<file path="src/rtl/fma_sel_pkg.sv">
package fma_sel_pkg;

    typedef enum logic [2:0] {
        CL_ZERO = 3'd0,
        CL_NORM = 3'd1,
        CL_DNRM = 3'd2,
        CL_INF  = 3'd3,
        CL_QNAN = 3'd4,
        CL_SNAN = 3'd5
    } fcls_t;

    typedef enum logic [1:0] {
        ST_IDLE    = 2'd0,
        ST_BYPASS  = 2'd1,
        ST_PROCEED = 2'd2
    } sel_state_t;

endpackage

</file>
<file path="src/rtl/fma_nan_pick.sv">
module fma_nan_pick
    import fma_sel_pkg::*;
#(
    parameter int EXP_W  = 11,
    parameter int FRAC_W = 52,
    localparam int WORD_W = 1 + EXP_W + FRAC_W
) (
    input  fcls_t             x_cls,
    input  fcls_t             y_cls,
    input  fcls_t             z_cls,
    input  logic [WORD_W-1:0] x_word,
    input  logic [WORD_W-1:0] y_word,
    input  logic [WORD_W-1:0] z_word,
    output logic              hit,
    output logic [WORD_W-1:0] word,
    output logic              inv
);
    localparam logic [WORD_W-1:0] QUIET = WORD_W'(1) << (FRAC_W - 1);

    // Priority: signalling z, signalling x, signalling y, quiet x, quiet y.
    always_comb begin
        hit  = 1'b1;
        inv  = 1'b1;
        word = '0;
        if (z_cls == CL_SNAN) begin
            word = z_word | QUIET;
        end else if (x_cls == CL_SNAN) begin
            word = x_word | QUIET;
        end else if (y_cls == CL_SNAN) begin
            word = y_word | QUIET;
        end else if (x_cls == CL_QNAN) begin
            word = x_word;
            inv  = 1'b0;
        end else if (y_cls == CL_QNAN) begin
            word = y_word;
            inv  = 1'b0;
        end else begin
            hit = 1'b0;
            inv = 1'b0;
        end
    end

endmodule

</file>
<file path="src/rtl/fma_prod_case.sv">
module fma_prod_case
    import fma_sel_pkg::*;
#(
    parameter int EXP_W  = 11,
    parameter int FRAC_W = 52,
    localparam int WORD_W = 1 + EXP_W + FRAC_W
) (
    input  fcls_t             x_cls,
    input  fcls_t             y_cls,
    input  fcls_t             z_cls,   // already flushed: never CL_DNRM
    input  logic [WORD_W-1:0] z_word,  // already flushed
    input  logic              psgn,
    output logic              byp,
    output logic [WORD_W-1:0] word,
    output logic              inv
);
    localparam logic [WORD_W-1:0] DFLT_NAN =
        {1'b0, {EXP_W{1'b1}}, 1'b1, {(FRAC_W-1){1'b0}}};

    logic x_inf, y_inf, x_zero, y_zero, z_qnan, z_inf, zs;

    assign x_inf  = (x_cls == CL_INF);
    assign y_inf  = (y_cls == CL_INF);
    assign x_zero = (x_cls == CL_ZERO);
    assign y_zero = (y_cls == CL_ZERO);
    assign z_qnan = (z_cls == CL_QNAN);
    assign z_inf  = (z_cls == CL_INF);
    assign zs     = z_word[WORD_W-1];

    function automatic logic [WORD_W-1:0] inf_word(input logic s);
        return {s, {EXP_W{1'b1}}, {FRAC_W{1'b0}}};
    endfunction

    always_comb begin
        byp  = 1'b1;
        inv  = 1'b0;
        word = '0;
        if ((x_inf && y_zero) || (x_zero && y_inf)) begin
            if (z_qnan) word = z_word;
            else begin
                word = DFLT_NAN;
                inv  = 1'b1;
            end
        end else if (x_inf || y_inf) begin
            word = z_qnan ? z_word : inf_word(psgn);
        end else if (x_zero || y_zero) begin
            word = z_inf ? inf_word(zs) : z_word;
        end else if (z_qnan) begin
            word = z_word;
        end else if (z_inf) begin
            word = inf_word(zs);
        end else begin
            byp = 1'b0;
        end
    end

endmodule

</file>
<file path="src/rtl/fma_special_sel.sv">
module fma_special_sel
    import fma_sel_pkg::*;
#(
    parameter int EXP_W  = 11,
    parameter int FRAC_W = 52,
    localparam int WORD_W = 1 + EXP_W + FRAC_W
) (
    input  logic              clk,
    input  logic              rst_n,
    input  logic              in_valid,
    input  logic              neg_prod,
    input  logic [2:0]        x_cls,
    input  logic [2:0]        y_cls,
    input  logic [2:0]        z_cls,
    input  logic [WORD_W-1:0] x_word,
    input  logic [WORD_W-1:0] y_word,
    input  logic [WORD_W-1:0] z_word,
    output logic              out_valid,
    output logic              byp_valid,
    output logic [WORD_W-1:0] byp_word,
    output logic              invalid,
    output logic              proceed,
    output logic              prod_sgn
);
    fcls_t             xc, yc, zc_raw, zc;
    logic [WORD_W-1:0] z_eff;
    logic              psgn_d;
    logic              nan_hit, nan_inv, pc_byp, pc_inv;
    logic [WORD_W-1:0] nan_word, pc_word;

    sel_state_t        state_q, state_d;
    logic [WORD_W-1:0] word_q, word_d;
    logic              inv_q, inv_d, psgn_q;

    assign xc     = fcls_t'(x_cls);
    assign yc     = fcls_t'(y_cls);
    assign zc_raw = fcls_t'(z_cls);
    assign zc     = (zc_raw == CL_DNRM) ? CL_ZERO : zc_raw;
    assign z_eff  = (zc_raw == CL_DNRM) ? {z_word[WORD_W-1], {(WORD_W-1){1'b0}}} : z_word;
    assign psgn_d = x_word[WORD_W-1] ^ y_word[WORD_W-1] ^ neg_prod;

    fma_nan_pick #(.EXP_W(EXP_W), .FRAC_W(FRAC_W)) u_nan (
        .x_cls (xc),
        .y_cls (yc),
        .z_cls (zc),
        .x_word(x_word),
        .y_word(y_word),
        .z_word(z_eff),
        .hit   (nan_hit),
        .word  (nan_word),
        .inv   (nan_inv)
    );

    fma_prod_case #(.EXP_W(EXP_W), .FRAC_W(FRAC_W)) u_prod (
        .x_cls (xc),
        .y_cls (yc),
        .z_cls (zc),
        .z_word(z_eff),
        .psgn  (psgn_d),
        .byp   (pc_byp),
        .word  (pc_word),
        .inv   (pc_inv)
    );

    // Next-state and held-result selection
    always_comb begin
        state_d = ST_IDLE;
        word_d  = '0;
        inv_d   = 1'b0;
        if (in_valid) begin
            if (nan_hit) begin
                state_d = ST_BYPASS;
                word_d  = nan_word;
                inv_d   = nan_inv;
            end else if (pc_byp) begin
                state_d = ST_BYPASS;
                word_d  = pc_word;
                inv_d   = pc_inv;
            end else begin
                state_d = ST_PROCEED;
            end
        end
    end

    // State register
    always_ff @(posedge clk or negedge rst_n) begin
        if (!rst_n) begin
            state_q <= ST_IDLE;
            word_q  <= '0;
            inv_q   <= 1'b0;
            psgn_q  <= 1'b0;
        end else begin
            state_q <= state_d;
            word_q  <= word_d;
            inv_q   <= inv_d;
            psgn_q  <= psgn_d;
        end
    end

    // Outputs decoded from the state
    always_comb begin
        out_valid = 1'b0;
        byp_valid = 1'b0;
        proceed   = 1'b0;
        invalid   = 1'b0;
        byp_word  = '0;
        prod_sgn  = 1'b0;
        unique case (state_q)
            ST_IDLE: ;
            ST_BYPASS: begin
                out_valid = 1'b1;
                byp_valid = 1'b1;
                byp_word  = word_q;
                invalid   = inv_q;
                prod_sgn  = psgn_q;
            end
            ST_PROCEED: begin
                out_valid = 1'b1;
                proceed   = 1'b1;
                prod_sgn  = psgn_q;
            end
            default: ;
        endcase
    end

endmodule

</file>
<file path="config.mk">
export PLATFORM = sky130hd
export DESIGN_NAME = fma_special_sel
export DESIGN_NICKNAME = d
export VERILOG_FILES = /design/src/rtl/fma_sel_pkg.sv /design/src/rtl/fma_nan_pick.sv /design/src/rtl/fma_prod_case.sv /design/src/rtl/fma_special_sel.sv
export SDC_FILE = /design/constraint.sdc
export NUM_CORES = 1
export LEC_CHECK = 0
export ABC_AREA = 1
export BUFFER_PORTS_ARGS = -buffer_cell sky130_fd_sc_hd__clkbuf_2
export CELL_PAD_IN_SITES_DETAIL_PLACEMENT = 1
export CELL_PAD_IN_SITES_GLOBAL_PLACEMENT = 1
export CORE_ASPECT_RATIO = 1.1
export CORE_UTILIZATION = 30
export DETAILED_ROUTE_END_ITERATION = 6
export PLACE_DENSITY = 0.82
export REMOVE_ABC_BUFFERS = 1
export SETUP_SLACK_MARGIN = 0.3
export SLEW_MARGIN = 10
export SYNTH_ARGS = -nofsm -noshare
export SYNTH_HDL_FRONTEND = slang
export SYNTH_SLANG_ARGS = --single-unit
</file>
<file path="constraint.sdc">
create_clock -name clk -period 2 [get_ports clk]
set_clock_uncertainty 0.15 [all_clocks]
set_input_delay 0.1 -clock clk [delete_from_list [all_inputs] [get_ports clk]]
set_output_delay 0.1 -clock clk [all_outputs]
set_load 0.02 [all_outputs]
</file>
## After elaboration in Yosys (flattened, before gate mapping)

Index checks and enable logic that the tools add are counted.

| cells by class | value |
|---|---|
| equality and inequality tests | 12 |
| muxes and demuxes | 45 |
| bitwise gates (word level) | 2 |
| reduce and logical (&&, ||, !) cells | 8 |

Operators by type and width:

| kind | number |
|---|---|
| $mux 64 | 16 |
| $mux 63 | 2 |
| $mux 1 | 23 |
| $eq 3x3->1 const B | 6 |
| $eq 3x2->1 const B | 4 |
| $logic_not 3->1 | 2 |
| $mux 2 | 3 |
| $logic_or 1x1->1 | 3 |
| $mux 3 | 1 |
| $eq 2x1->1 const B | 1 |
| $eq 2x2->1 const B | 1 |
| $logic_and 1x1->1 | 2 |
| $reduce_or 2->1 | 1 |
| $xor 1x1->1 | 2 |

| word-level totals | value |
|---|---|
| register bits | 68 |
| input bits | 205 |
| output and inout bits | 69 |

## Longest topological paths before layout

| depth | value |
|---|---|
| depth after elaboration | 11 |
| gate-level depth with buffers | 12 |
| gate-level depth less buffers | 11 |

## Hierarchy

From an unflattened synthesis, not the netlist that was laid out.

| second synthesis, totals | value |
|---|---|
| cells, all modules | 1,435 |
| area total of the unflattened synthesis | 8,360.5 µm² |

By module, submodules not included:

| module | instances | cells an instance | area an instance (µm²) | sequential area each (µm²) |
|---|---|---|---|---|
| fma_special_sel | 1 | 590 | 4,459.3 | 1,701.6 |
| fma_nan_pick | 1 | 666 | 2,955.3 | 0.0 |
| fma_prod_case | 1 | 179 | 945.9 | 0.0 |

## Worst setup path before layout

Ideal clock, no wire load.

| timing path | value |
|---|---|
| path type | reg-to-output |
| start | reg state_q[1] |
| end | out byp_word[11] |
| arrival | 1.479 ns |
| slack | 0.271 ns |
| cell stages (with the launch flop) | 7 |
| buffers on the path | 2 |
| cells stage by stage | dfrtp_1 -> inv_1 -> ha_1 -> clkbuf_1 -> clkbuf_1 -> nand2_1 -> inv_1 |

| between the ends | value |
|---|---|
| cells in the longest elaborated chain, start to end | 2 |

Ends and longest elaborated chain:

| item | RTL line | source |
|---|---|---|
| from (decl) | fma_special_sel.sv:31 | `sel_state_t state_q, state_d;` |
| from (signal assigned) | fma_special_sel.sv:93 | `state_q <= state_d;` |
| $eq 2x1->1 | fma_special_sel.sv:108 | `unique case (state_q)` |
| $mux 64 | fma_special_sel.sv:108 |  |
| to (decl) | fma_special_sel.sv:20 | `output logic [WORD_W-1:0] byp_word,` |

No other way between the ends.

## Worst setup path in the final report

| timing path | value |
|---|---|
| start | reg state_q[1] |
| end | out byp_word[47] |

Same word-level chain as after synthesis.

==> reports/summary.txt <==
core area -> 19,000 um^2
met3 Usage GRT -> 3.41%
RSZ-0062 raised after global routing -> yes
Mapped Area -> 5820 um^2
Sink Count -> 68
switching power -> 1.96 mW
hold endpoint -> word_q[62]$_DFF_PN0_
max frequency -> 550 MHz
Final Hold Viols -> 0
sequential power share -> 29.3%
Area Overhead vs Synth -> 67.3%
Post-Synthesis Cells -> 1,043
sequential area share after synthesis -> 29.2%
global-route wire length before repair -> 44,200 um
Synth cell types -> 22
commonest cells after routing, fill and taps aside -> nand2_1 (392), clkbuf_2 (205), a21oi_1 (86)
critical path fanouts, max -> 6
GR Util met1 -> 32.3%
vias per cell -> 5.15
H-tree levels -> 3
Routed WL per cell -> 18.7 um
switching share of power -> 36.2%
clock group share of total power -> 29.1%
GRT Residual Overflow -> 0
period utilisation layout -> 90.9%
final setup fails -> 0
Synth Register Bits -> 68
PwrDens -> 556 nW/um^2
Synth warnings -> 0
Post-Route Utilization -> 51.2%
max_slew headroom -> 47.2%
maximum VDD drop -> 0.428 mV
DRC -> 0
Pleak -> 5.75 nW
clock buffer depth -> 2
post-layout min period -> 1.82 ns
share of flip-flops with an asynchronous set or reset -> 100%
DR vias -> 8,390
# IOs -> 274
Arrival @ worst endpoint -> 1.57 ns
combinational power share -> 41.6%
Synth top area share -> 29.2%
Max-Cap Viols -> 0
commonest non-fill, non-tap cell in the layout -> nand2_1
DR pass1 iterations -> 4
number of flops mapped to enable cells by yosys -> 0
DR iter-0 viols -> 345
Required @ worst endpoint -> 1.75 ns
largest area contributor in the netlist -> dfrtp_1
met2 Use GR -> 52.1%
I/O Buffers -> 273
worst-margin pin slew -> 0.792 ns
vias in the first global route -> 8,679
Routed WL -> 30,400 um
Fill cells -> 2,527
Int Power -> 3.46 mW
crit end category -> output pin
CTS root buffer -> clkbuf_16
placed insts -> 1,516
largest net degree at the start of global routing -> 64
Reg clk slew, reported paths -> 0.05 ns
Avg Cell Area, Syn -> 5.58 um^2
share of layout cells above drive strength 1 -> 33.2%
Die Y -> 148 um
total die area -> 20,000 um^2
initial antenna violation count -> 0
row count -> 53
width of the die -> 135 um
GP Congestion -> 0.826
DP HPWL -> 17,100 um
initial core utilization -> 30.6%
sequential cell area -> 1700 um^2
TritonCTS buffer count -> 9
Slew Viols, Final -> 0
remaining antenna violation count -> 0
GRT Total Usage -> 28.5%
multi-input logic area -> 3510 um^2
Synth area leaders -> dfrtp_1 (29%), nand2_1 (28%), inv_1 (8.6%)
critical path launch point type -> flop
fin nets -> 1,585
GRT Max-Usage Layer -> met2
hold crit path type -> input port to flop
Finished Layout Cells -> 1,629
status -> completed
Top FF cell, synth -> dfrtp_1
Hold Crit Depth -> 5
TritonCTS clock tree -> done
diode count -> 0
WS Path Type -> flop to output pin
hold path start -> y_word[62]
layer usage:
layer  up-vias  part of all wire, %  wire (um)
li1       3884                    -          -
met5         -                    0          0
met3       104                  4.2       1290
met2       320                   52      15900
met4         0                  4.8       1470
met1      4082                   39      11800
worst max-delay path by stage:
stage	startpoint	endpoint	slack (ns)
2_1_floorplan	z_cls[2]	word_q[19]$_DFF_PN0_	-1.66
3_3_place_gp	y_cls[1]	word_q[56]$_DFF_PN0_	0.21
3_5_place_dp	y_cls[1]	word_q[42]$_DFF_PN0_	0.11
4_1_cts	state_q[1]$_DFF_PN0_	byp_word[37]	0.20
5_1_grt	state_q[1]$_DFF_PN0_	byp_word[47]	0.15
6_report	state_q[1]$_DFF_PN0_	byp_word[47]	0.18
what timing repair did:
| item | CTS | global route |
|---|---|---|
| endpoints found under the setup margin | 66 | 68 |
| endpoints found under the hold margin | 130 | 0 |
| pin swaps | 0 | 1 |
| resized for setup | 99 | 241 |
| gates cloned | 4 | 6 |
| hold buffers | 83 | 0 |
| setup buffers | 3 | 2 |
flip-flops by register name (all words and copies together), names as in the netlist:
signal / cells
inv_q: 1
state_q: 2
psgn_q: 1
word_q: 64
cells by family after synthesis:
| group | Yosys count | synth area share (%) |
|---|---|---|
| adder cells (fa/ha/maj) | 2 | 0.430 |
| buffers and inverters | 216 | 15.0 |
| AO/OA/AOI/OAI | 113 | 9.78 |
| flip-flops | 68 | 29.2 |
| AND/OR/NAND/NOR | 644 | 45.6 |
critical path, stage by stage (launching register included):
cell and delay (ns):
dfrtp_1 0.40, inv_2 0.07, ha_4 0.18, buf_12 0.17, clkbuf_16 0.17, nand2_4 0.06
inv_4 0.07, buf_8 0.10
area by class of cell:
| type | instances | area share, % |
|---|---|---|
| Clock buffer | 14 | 2.92 |
| Clock inverter | 1 | 0.0514 |
| Inverter | 142 | 5.73 |
| Sequential cell | 68 | 17.5 |
| Timing Repair Buffer | 398 | 34.6 |
| Tap cell | 247 | 3.17 |
| Multi-Input combinational cell | 759 | 36.1 |
metrics by stage:
stage	worst slack [ns]	TNS, ns	total power [mW]	area [um^2]	hold WS (ns)
4_1_cts	0.204	0	5.12	9150	0.00195
3_5_place_dp	0.113	0	3.21	7490	-0.0595
5_1_grt	0.147	0	5.70	9740	0.0426
6_report	0.183	0	5.41	9740	0.00318
3_3_place_gp	0.206	0	3.14	7490	-0.0603
2_1_floorplan	-1.66	-110.20	2.49	5480	-0.346
Yosys cell counts, types with 7 or more instances:
library cell / n
o21ai_0: 14
inv_1: 134
buf_4: 7
inv_2: 8
clkbuf_1: 28
a21oi_1: 86
o21ai_1: 11
buf_1: 11
buf_2: 28
nand3_1: 72
dfrtp_1: 68
nor2_1: 79
nand4_1: 43
nand2_1: 441
power groups by stage:
stage               clock network, mW  registers (mW)  logic (mW)
global route                     1.66            1.60        2.45
detailed placement                  0            1.57        1.63
floorplan                           0            1.56       0.926
CTS                              1.62            1.55        1.96
global placement                    0            1.57        1.58
finish                           1.58            1.59        2.25
Note: power is estimated with default switching activity, not from simulation.
